[src/rtl/osc_startup_pkg.sv]
package osc_startup_pkg;

  typedef enum logic [1:0] {
    SRC_INT  = 2'b00,
    SRC_EXT  = 2'b01,
    SRC_HOLD = 2'b10
  } srcSel_e;

  typedef enum logic [2:0] {
    ST_PWRT,
    ST_SLEEP,
    ST_CNT_RUN,
    ST_CNT_HOLD,
    ST_EXT,
    ST_INT
  } state_e;

  typedef struct packed {
    logic cntClr;
    logic cntInc;
  } ctlStrobe_t;

  localparam logic [1:0] MODE_EXTCLK = 2'b11;
  localparam logic [1:0] SEL_AUTO    = 2'b00;

endpackage

[src/rtl/osc_startup_dp.sv]
module osc_startup_dp
  import osc_startup_pkg::*;
#(
  parameter int CNT_TARGET  = 1024,
  parameter int SYNC_STAGES = 2,
  localparam int CNT_W      = $clog2(CNT_TARGET + 1)
) (
  input  logic             clk,
  input  logic             porN,
  input  logic             extOscIn,
  input  ctlStrobe_t       ctl,
  output logic             cntDone,
  output logic [CNT_W-1:0] cntVal
);

  localparam logic [CNT_W-1:0] TGT = CNT_W'(CNT_TARGET);

  logic [SYNC_STAGES-1:0] syncQ;
  logic                   prevQ;
  logic                   riseDet;
  logic [CNT_W-1:0]       cntQ;

  // metastability chain, one flop per stage
  for (genvar i = 0; i < SYNC_STAGES; i++) begin : gSync
    if (i == 0) begin : gFirst
      always_ff @(posedge clk or negedge porN) begin
        if (!porN) syncQ[0] <= 1'b0;
        else       syncQ[0] <= extOscIn;
      end
    end else begin : gNext
      always_ff @(posedge clk or negedge porN) begin
        if (!porN) syncQ[i] <= 1'b0;
        else       syncQ[i] <= syncQ[i-1];
      end
    end
  end

  always_ff @(posedge clk or negedge porN) begin
    if (!porN) prevQ <= 1'b0;
    else       prevQ <= syncQ[SYNC_STAGES-1];
  end

  assign riseDet = syncQ[SYNC_STAGES-1] & ~prevQ;

  // saturating edge counter, cleared at each mode entry
  always_ff @(posedge clk or negedge porN) begin
    if (!porN) begin
      cntQ <= '0;
    end else if (ctl.cntClr) begin
      cntQ <= '0;
    end else if (ctl.cntInc && riseDet && (cntQ != TGT)) begin
      cntQ <= cntQ + 1'b1;
    end
  end

  assign cntDone = (cntQ == TGT);
  assign cntVal  = cntQ;

endmodule

[src/rtl/osc_startup_ctl.sv]
module osc_startup_ctl
  import osc_startup_pkg::*;
(
  input  logic       clk,
  input  logic       porN,
  input  logic [1:0] oscMode,
  input  logic       switchEn,
  input  logic [1:0] clkSel,
  input  logic       pwrtExpired,
  input  logic       wakeEvent,
  input  logic       sleepReq,
  input  logic       cntDone,
  output ctlStrobe_t ctl,
  output logic [1:0] srcSel,
  output logic       oscStable
);

  state_e stateQ, stateD;
  logic   stableQ;
  logic   counting;
  logic   nextCounting;

  function automatic state_e entryOf(logic [1:0] m, logic en, logic [1:0] s);
    if (s != SEL_AUTO)         return ST_INT;
    else if (m == MODE_EXTCLK) return ST_EXT;
    else if (en)               return ST_CNT_RUN;
    else                       return ST_CNT_HOLD;
  endfunction

  assign counting     = (stateQ == ST_CNT_RUN) || (stateQ == ST_CNT_HOLD);
  assign nextCounting = (stateD == ST_CNT_RUN) || (stateD == ST_CNT_HOLD);

  always_comb begin
    stateD = stateQ;
    case (stateQ)
      ST_PWRT:  if (pwrtExpired) stateD = entryOf(oscMode, switchEn, clkSel);
      ST_SLEEP: if (wakeEvent)   stateD = entryOf(oscMode, switchEn, clkSel);
      ST_CNT_RUN, ST_CNT_HOLD: begin
        if (sleepReq)     stateD = ST_SLEEP;
        else if (cntDone) stateD = ST_EXT;
      end
      ST_EXT, ST_INT: if (sleepReq) stateD = ST_SLEEP;
      default: stateD = ST_PWRT;
    endcase
  end

  always_ff @(posedge clk or negedge porN) begin
    if (!porN) stateQ <= ST_PWRT;
    else       stateQ <= stateD;
  end

  always_ff @(posedge clk or negedge porN) begin
    if (!porN)                               stableQ <= 1'b0;
    else if (stateD == ST_SLEEP)             stableQ <= 1'b0;
    else if (counting && stateD == ST_EXT)   stableQ <= 1'b1;
  end

  assign ctl.cntClr = nextCounting && !counting;
  assign ctl.cntInc = counting;

  always_comb begin
    case (stateQ)
      ST_EXT:      srcSel = SRC_EXT;
      ST_CNT_HOLD: srcSel = SRC_HOLD;
      default:     srcSel = SRC_INT;
    endcase
  end

  assign oscStable = stableQ;

endmodule

[src/rtl/osc_startup_ctrl.sv]
module osc_startup_ctrl
  import osc_startup_pkg::*;
#(
  parameter int CNT_TARGET  = 1024,
  parameter int SYNC_STAGES = 2
) (
  input  logic       clk,
  input  logic       porN,
  input  logic [1:0] oscMode,
  input  logic       switchEn,
  input  logic [1:0] clkSel,
  input  logic       pwrtExpired,
  input  logic       wakeEvent,
  input  logic       sleepReq,
  input  logic       extOscIn,
  output logic [1:0] srcSel,
  output logic       oscStable
);

  localparam int CNT_W = $clog2(CNT_TARGET + 1);

  ctlStrobe_t       ctlStrobe;
  logic             cntDone;
  logic [CNT_W-1:0] cntVal;

  osc_startup_ctl u_ctl (
    .clk         (clk),
    .porN        (porN),
    .oscMode     (oscMode),
    .switchEn    (switchEn),
    .clkSel      (clkSel),
    .pwrtExpired (pwrtExpired),
    .wakeEvent   (wakeEvent),
    .sleepReq    (sleepReq),
    .cntDone     (cntDone),
    .ctl         (ctlStrobe),
    .srcSel      (srcSel),
    .oscStable   (oscStable)
  );

  osc_startup_dp #(
    .CNT_TARGET  (CNT_TARGET),
    .SYNC_STAGES (SYNC_STAGES)
  ) u_dp (
    .clk      (clk),
    .porN     (porN),
    .extOscIn (extOscIn),
    .ctl      (ctlStrobe),
    .cntDone  (cntDone),
    .cntVal   (cntVal)
  );

endmodule

[config.mk]
export PLATFORM = sky130hd
export DESIGN_NAME = osc_startup_ctrl
export DESIGN_NICKNAME = d
export VERILOG_FILES = /design/src/rtl/osc_startup_pkg.sv /design/src/rtl/osc_startup_dp.sv /design/src/rtl/osc_startup_ctl.sv /design/src/rtl/osc_startup_ctrl.sv
export SDC_FILE = /design/constraint.sdc
export NUM_CORES = 1
export LEC_CHECK = 0
export BUFFER_PORTS_ARGS = -buffer_cell sky130_fd_sc_hd__buf_2
export CAP_MARGIN = 5
export CORE_UTILIZATION = 54
export CTS_BUF_LIST = sky130_fd_sc_hd__clkbuf_16
export DETAILED_ROUTE_END_ITERATION = 16
export PLACE_DENSITY = 0.85
export REMOVE_ABC_BUFFERS = 1
export SETUP_SLACK_MARGIN = 0.05
export SLEW_MARGIN = 20
export SYNTH_ARGS = -nofsm -noshare
export SYNTH_HDL_FRONTEND = slang
export SYNTH_SLANG_ARGS = --single-unit
[constraint.sdc]
create_clock -name clk -period 2.3 [get_ports clk]
set_input_delay 0.115 -clock clk [delete_from_list [all_inputs] [get_ports clk]]
set_output_delay 0.115 -clock clk [all_outputs]
set_load 0.01 [all_outputs]
# After elaboration in Yosys (flattened, before gate mapping)
# Cells that the tools add are included.
# Widths: inputs -> output; s select.
[classes]
bitwise_logic = 2
muxes = 14
n_reduce_logical = 13
addsub = 1
n_eq_ne = 12
[op_table]
columns = ["cell", "count"]
rows = [
  ["$mux 11", 2],
  ["$mux 3", 7],
  ["$eq 3x2->1 const B", 4],
  ["$pmux 3 s4", 1],
  ["$add 11x1->11 const B", 1],
  ["$eq 11x11->1 const B", 1],
  ["$ne 11x11->1 const B", 1],
  ["$eq 3x3->1 const B", 3],
  ["$eq 3x1->1 const B", 2],
  ["$reduce_bool 2->1", 3],
  ["$logic_and 1x1->1", 4],
  ["$pmux 2 s2", 1],
  ["$reduce_or 2->1", 2],
  ["$logic_not 3->1", 1],
  ["$mux 1", 3],
  ["$eq 2x2->1 const B", 1],
  ["$logic_or 1x1->1", 2],
  ["$and 1x1->1", 1],
  ["$logic_not 1->1", 1],
  ["$not 1->1", 1],
]
[totals]
reg_bits = 18
wordCells = 48
out_inout_bits = 3

# Logic depth before layout (Yosys ltp)
[logic_depth]
depth_word = 9
depth_mapped = 6

# Modules after synthesis
# A second synthesis with hierarchy kept.
[unflattened]
cells_unflattened = 98
area_unflattened_um2 = 999.7
[by_module_without_submodules]
columns = ["module", "area_per_inst_um2", "cells_per_inst", "n_inst"]
rows = [
  ["osc_startup_dp", 693.2, 65, 1],
  ["osc_startup_ctl", 306.5, 33, 1],
]

# Worst setup path before layout
# OpenSTA, ideal clock, no wires.
[synth_timing]
kind = "flip-flop to flip-flop"
start = "register u_dp.cntQ[0], in the netlist u_dp.cntVal[0]"
end = "register u_dp.cntQ[2], in the netlist u_dp.cntVal[2]"
n_path_buf = 0
arrival_ns = 1.586
setup_time_ns = 0.079
t_required_ns = 2.221
setup_slack_ns = 0.634
path_stages_with_launch = 7
path_cell_list = "dfrtp_1 -> inv_1 -> ha_1 -> or4b_1 -> o31a_1 -> nand2_2 -> mux2i_1"
[synth_via]
elab_chain_len = 8
word_cells_on_any_way = 14
[synth_lines]
columns = ["item", "line", "source"]
rows = [
  ["start, declared", "osc_startup_dp.sv:21", "logic [CNT_W-1:0] cntQ;"],
  ["start signal, assigned", "osc_startup_dp.sv:52", "cntQ <= cntQ + 1'b1;"],
  ["$eq 11x11->1", "osc_startup_dp.sv:56", "assign cntDone = (cntQ == TGT);"],
  ["$mux 3", "osc_startup_ctl.sv:40", "else if (cntDone) stateD = ST_EXT;"],
  ["$mux 3", "osc_startup_ctl.sv:39", "if (sleepReq) stateD = ST_SLEEP;"],
  ["$pmux 3 s4", "osc_startup_ctl.sv:35", "case (stateQ)"],
  ["$eq 3x2->1", "osc_startup_ctl.sv:31", "assign nextCounting = (stateD == ST_CNT_RUN) || (stateD == ST_CNT_HOLD);"],
  ["$logic_or 1x1->1", "osc_startup_ctl.sv:31", ""],
  ["$logic_and 1x1->1", "osc_startup_ctl.sv:58", "assign ctl.cntClr = nextCounting && !counting;"],
  ["$mux 11 or $reduce_bool 2->1 (tied branches)", "n/a", ""],
]
# Several ways; a longest one is shown, not always the timed one. The select of a mux whose other input is x is not followed.
# A chain may end at the register's enable or synchronous reset.

# Worst setup path in the final report
[layout_timing]
start = "register u_dp.cntQ[0], in the netlist u_dp.cntVal[0]"
end = "register u_dp.cntQ[0], in the netlist u_dp.cntVal[0]"
# Same word-level chain as after synthesis.

==> impl_metrics.ini <==
[clocking]
postCtsSetupRepairBufs = 0
clk_latency_ns = 0.25
clock-sinks = 18
path_clk_slew_ns = 0.05
cts_tree = built
clk_path_buf_depth = 2
cts_made_buffers = 3
cts-root-buf = clkbuf_16
ctsHtreeMaxLevel = 1

[global_route]
track_usage_pct = 21.2
grt_pass1_wl_microns = 2950
grt-ovfl-total = 0
grt_pass1_vias = 681
antenna_found_initial = 0
grt_max_degree = 19

[timing]
max_freq_ghz = 0.560
tns_ns = 0
relSlewSlack_pct = 70.7
tightest_slew_ns = 0.437
setup_ws_ns = 0.513
hold_slack_ns = 0.110
rsz0062_at_grt = false
finClkSkew_ns = 0.00108
min_period_over_period_pct = 77.7
period_minus_slack_ns = 1.79
hold_viol_final = 0
setup-violations-final = 0
maxSlewViolCount = 0

[synth]
netlist_area_sq_um = 983
syn_avg_cell_area_sq_um = 9.64
synthSimpleGateAreaFrac_pct = 29.3
synth_xor_area_share_pct = 7.12
yosysTopAreaCell = dfrtp_1
yosys.area.top_type_share_pct = 45.8
ys_warn_count = 0
synthCells = 102
synth_area_leaders = dfrtp_1, xnor2_1, nor2_1
synth_compound_area_share_pct = 9.67
ys_seq_area_share_pct = 45.8
yosysUniqueCellTypes = 36
synth_fa_ha_area_share_pct = 2.54
muxShareOfSynthArea_pct = 3.18
synth_top_family_by_area = simple AND/OR/NAND/NOR gates
synth_seq_cells = 18

[drt]
first_iter_violations = 19
routed-via-count = 781
vias_per_cell = 5.42
drt_wl_total_microns = 1840
ant_nets = 0
wl_per_cell_microns = 12.8
drt-pass1-iter-count = 4
drc = 0

[layout]
multiInputGateArea_sq_um = 509
drive_gt1_share_pct = 18.5
fin_util_pct = 68.5
area_growth_pct = 19.0
finish.net_count = 133
n_antenna_cell = 0
fillers = 130
seq_area_sq_um = 450

[power]
p_sw_share_pct = 32.4
cellLeakagePower_nw = 0.499
clkPwrFrac_pct = 29.1
power.total_mw = 1.17
combPwrFrac_pct = 28.7
powerDensity_nw_per_um2 = 1000
power.internal_mw = 0.794
seq_power_share_pct = 42.2
peakVddDrop_v = 0.000577
switching_power_mw = 0.381

[critical_path]
crit_path_end_kind = register
cp.arrival_ns = 1.90
slowest_stage = or4b_1
required_ns = 2.42
worst_path_largest_cell_delay_ns = 0.49
worstSetupPathType = reg2reg
worstPathMaxFanout = 4
worstPathCellList = inv_1 > ha_1 > or4b_1 > o31a_1 > xnor2_1 > nor2_1
crit_path_start_kind = register

[worst_hold_path]
hold_path_class = in2reg

[floorplanning]
die_x_microns = 44.7
num_rows = 15
num_io_pins = 14
dieArea_sq_um = 2000
die_h_microns = 44.7
initial_core_util_pct = 57.6
core_sq_um = 1710

[placement]
pre_cts_slack_ns = 0.489
port_buffers = 13
routabilityCongestion = 0.867
hpwl_microns = 1360

[status]
status = finished clean

[flow_run]
drv_cap = 0
-- power by group through the flow --
stage	Sequential [mW]	Combinational, mW	Clock [mW]
5_1_grt	0.508	0.379	0.361
4_1_cts	0.494	0.342	0.350
3_3_place_gp	0.491	0.323	0
6_report	0.496	0.337	0.342
2_1_floorplan	0.472	0.270	0
3_5_place_dp	0.497	0.336	0
-- cells in the mapped netlist --
library cell / instances
o22ai_1: 1
or4_4: 1
a31oi_1: 1
dfrtp_1: 18
mux2i_1: 2
a211oi_1: 1
o311ai_1: 1
o31a_1: 1
nand3_1: 3
xnor2_1: 8
nand2b_1: 5
nand4bb_1: 1
or2_1: 1
nor4_2: 2
clkbuf_1: 1
ha_1: 2
o211ai_1: 1
inv_1: 4
o21ai_1: 1
nor3_1: 5
and2_1: 2
nor4bb_1: 1
nor2b_1: 3
buf_2: 1
or4b_1: 1
nor2_1: 11
nor4_1: 2
and3_1: 1
mux2_2: 1
nand2_1: 6
or3_1: 1
o21ai_0: 2
nand4_1: 1
a21oi_1: 7
nor3_2: 1
nand2_2: 1
-- critical path: cells and delay by family (launching register included) --
family / cells / cell delay, ns
simple gates: 2 / 0.55
flops: 1 / 0.41
compound gates: 1 / 0.32
xor+xnor: 1 / 0.17
fa+ha+maj: 1 / 0.13
buf+inv: 1 / 0.07
-- path summary, 6_finish.rpt --
kind	from	to	slack, ns	cells after the start
hold / removal	sleepReq	u_ctl.stateQ[2]	0.11	2
max in group asynchronous	porN	u_dp.cntVal[7]	1.71	2
min in group asynchronous	porN	u_dp.cntVal[9]	0.32	2
setup reg to reg	u_dp.cntVal[0]	u_dp.cntVal[0]	0.51	6
setup / recovery	u_dp.cntVal[0]	u_dp.cntVal[0]	0.51	6
hold reg to reg	u_dp.syncQ[0]	u_dp.syncQ[1]	0.34	0
-- registers in the layout, summed over array words and instances (netlist names) --
| signal | flops |
|---|---|
| u_dp.cntVal | 11 |
| u_ctl.stateQ | 3 |
| u_dp.syncQ | 2 |
| u_ctl.oscStable | 1 |
| u_dp.prevQ | 1 |
-- cells by family (layout without fill, tap and decap cells) --
logic type                 after synthesis  after routing
AOI/OAI and AO/OA                       16             16
xor gates and xnor gates                 8              8
adders and majority gates                2              2
buffers and inverters                    6             23
DFF                                     18             18
muxes                                    3              3
and+or+nand+nor                         49             49
-- through the flow --
stage,instance area [sq um],instances
floorplan,975,100
finish,1170,144
global route,1170,144
CTS,1170,144
global placement,1070,138
detailed placement,1070,138
-- cell usage in the layout, fill, tap and decap left out, types with 3 or more instances in the layout --
cell       instances
a21oi_1            7
buf_2             13
clkbuf_16          3
dfrtp_1           18
inv_1              4
nand2_1            6
nand2b_1           5
nand3_1            3
nor2_1            11
nor2b_1            3
nor3_1             5
xnor2_1            8
-- what timing repair did --
item	in CTS	in global routing
hold endpoints to repair	19	0
hold buffers	2	0
resized for setup	0	0
-- routing by layer --
layer  share of wire, %  vias up  global-route usage [%]
met5                  0        -                       0
met4                1.4        0                    13.9
met3                4.6        4                    4.49
met2                 48       24                    34.1
met1                 46      359                    25.5
li1                   -      394                       -
-- layout make-up --
type / count / area share, %
Clock buffer: 3 / 6.42
Inverter: 4 / 1.28
Multi-Input combinational cell: 78 / 43.5
Clock inverter: 1 / 0.321
Tap cell: 25 / 2.67
Sequential cell: 18 / 38.5
Timing Repair Buffer: 15 / 7.27
No activity file was read; power rests on OpenSTA's default activity.
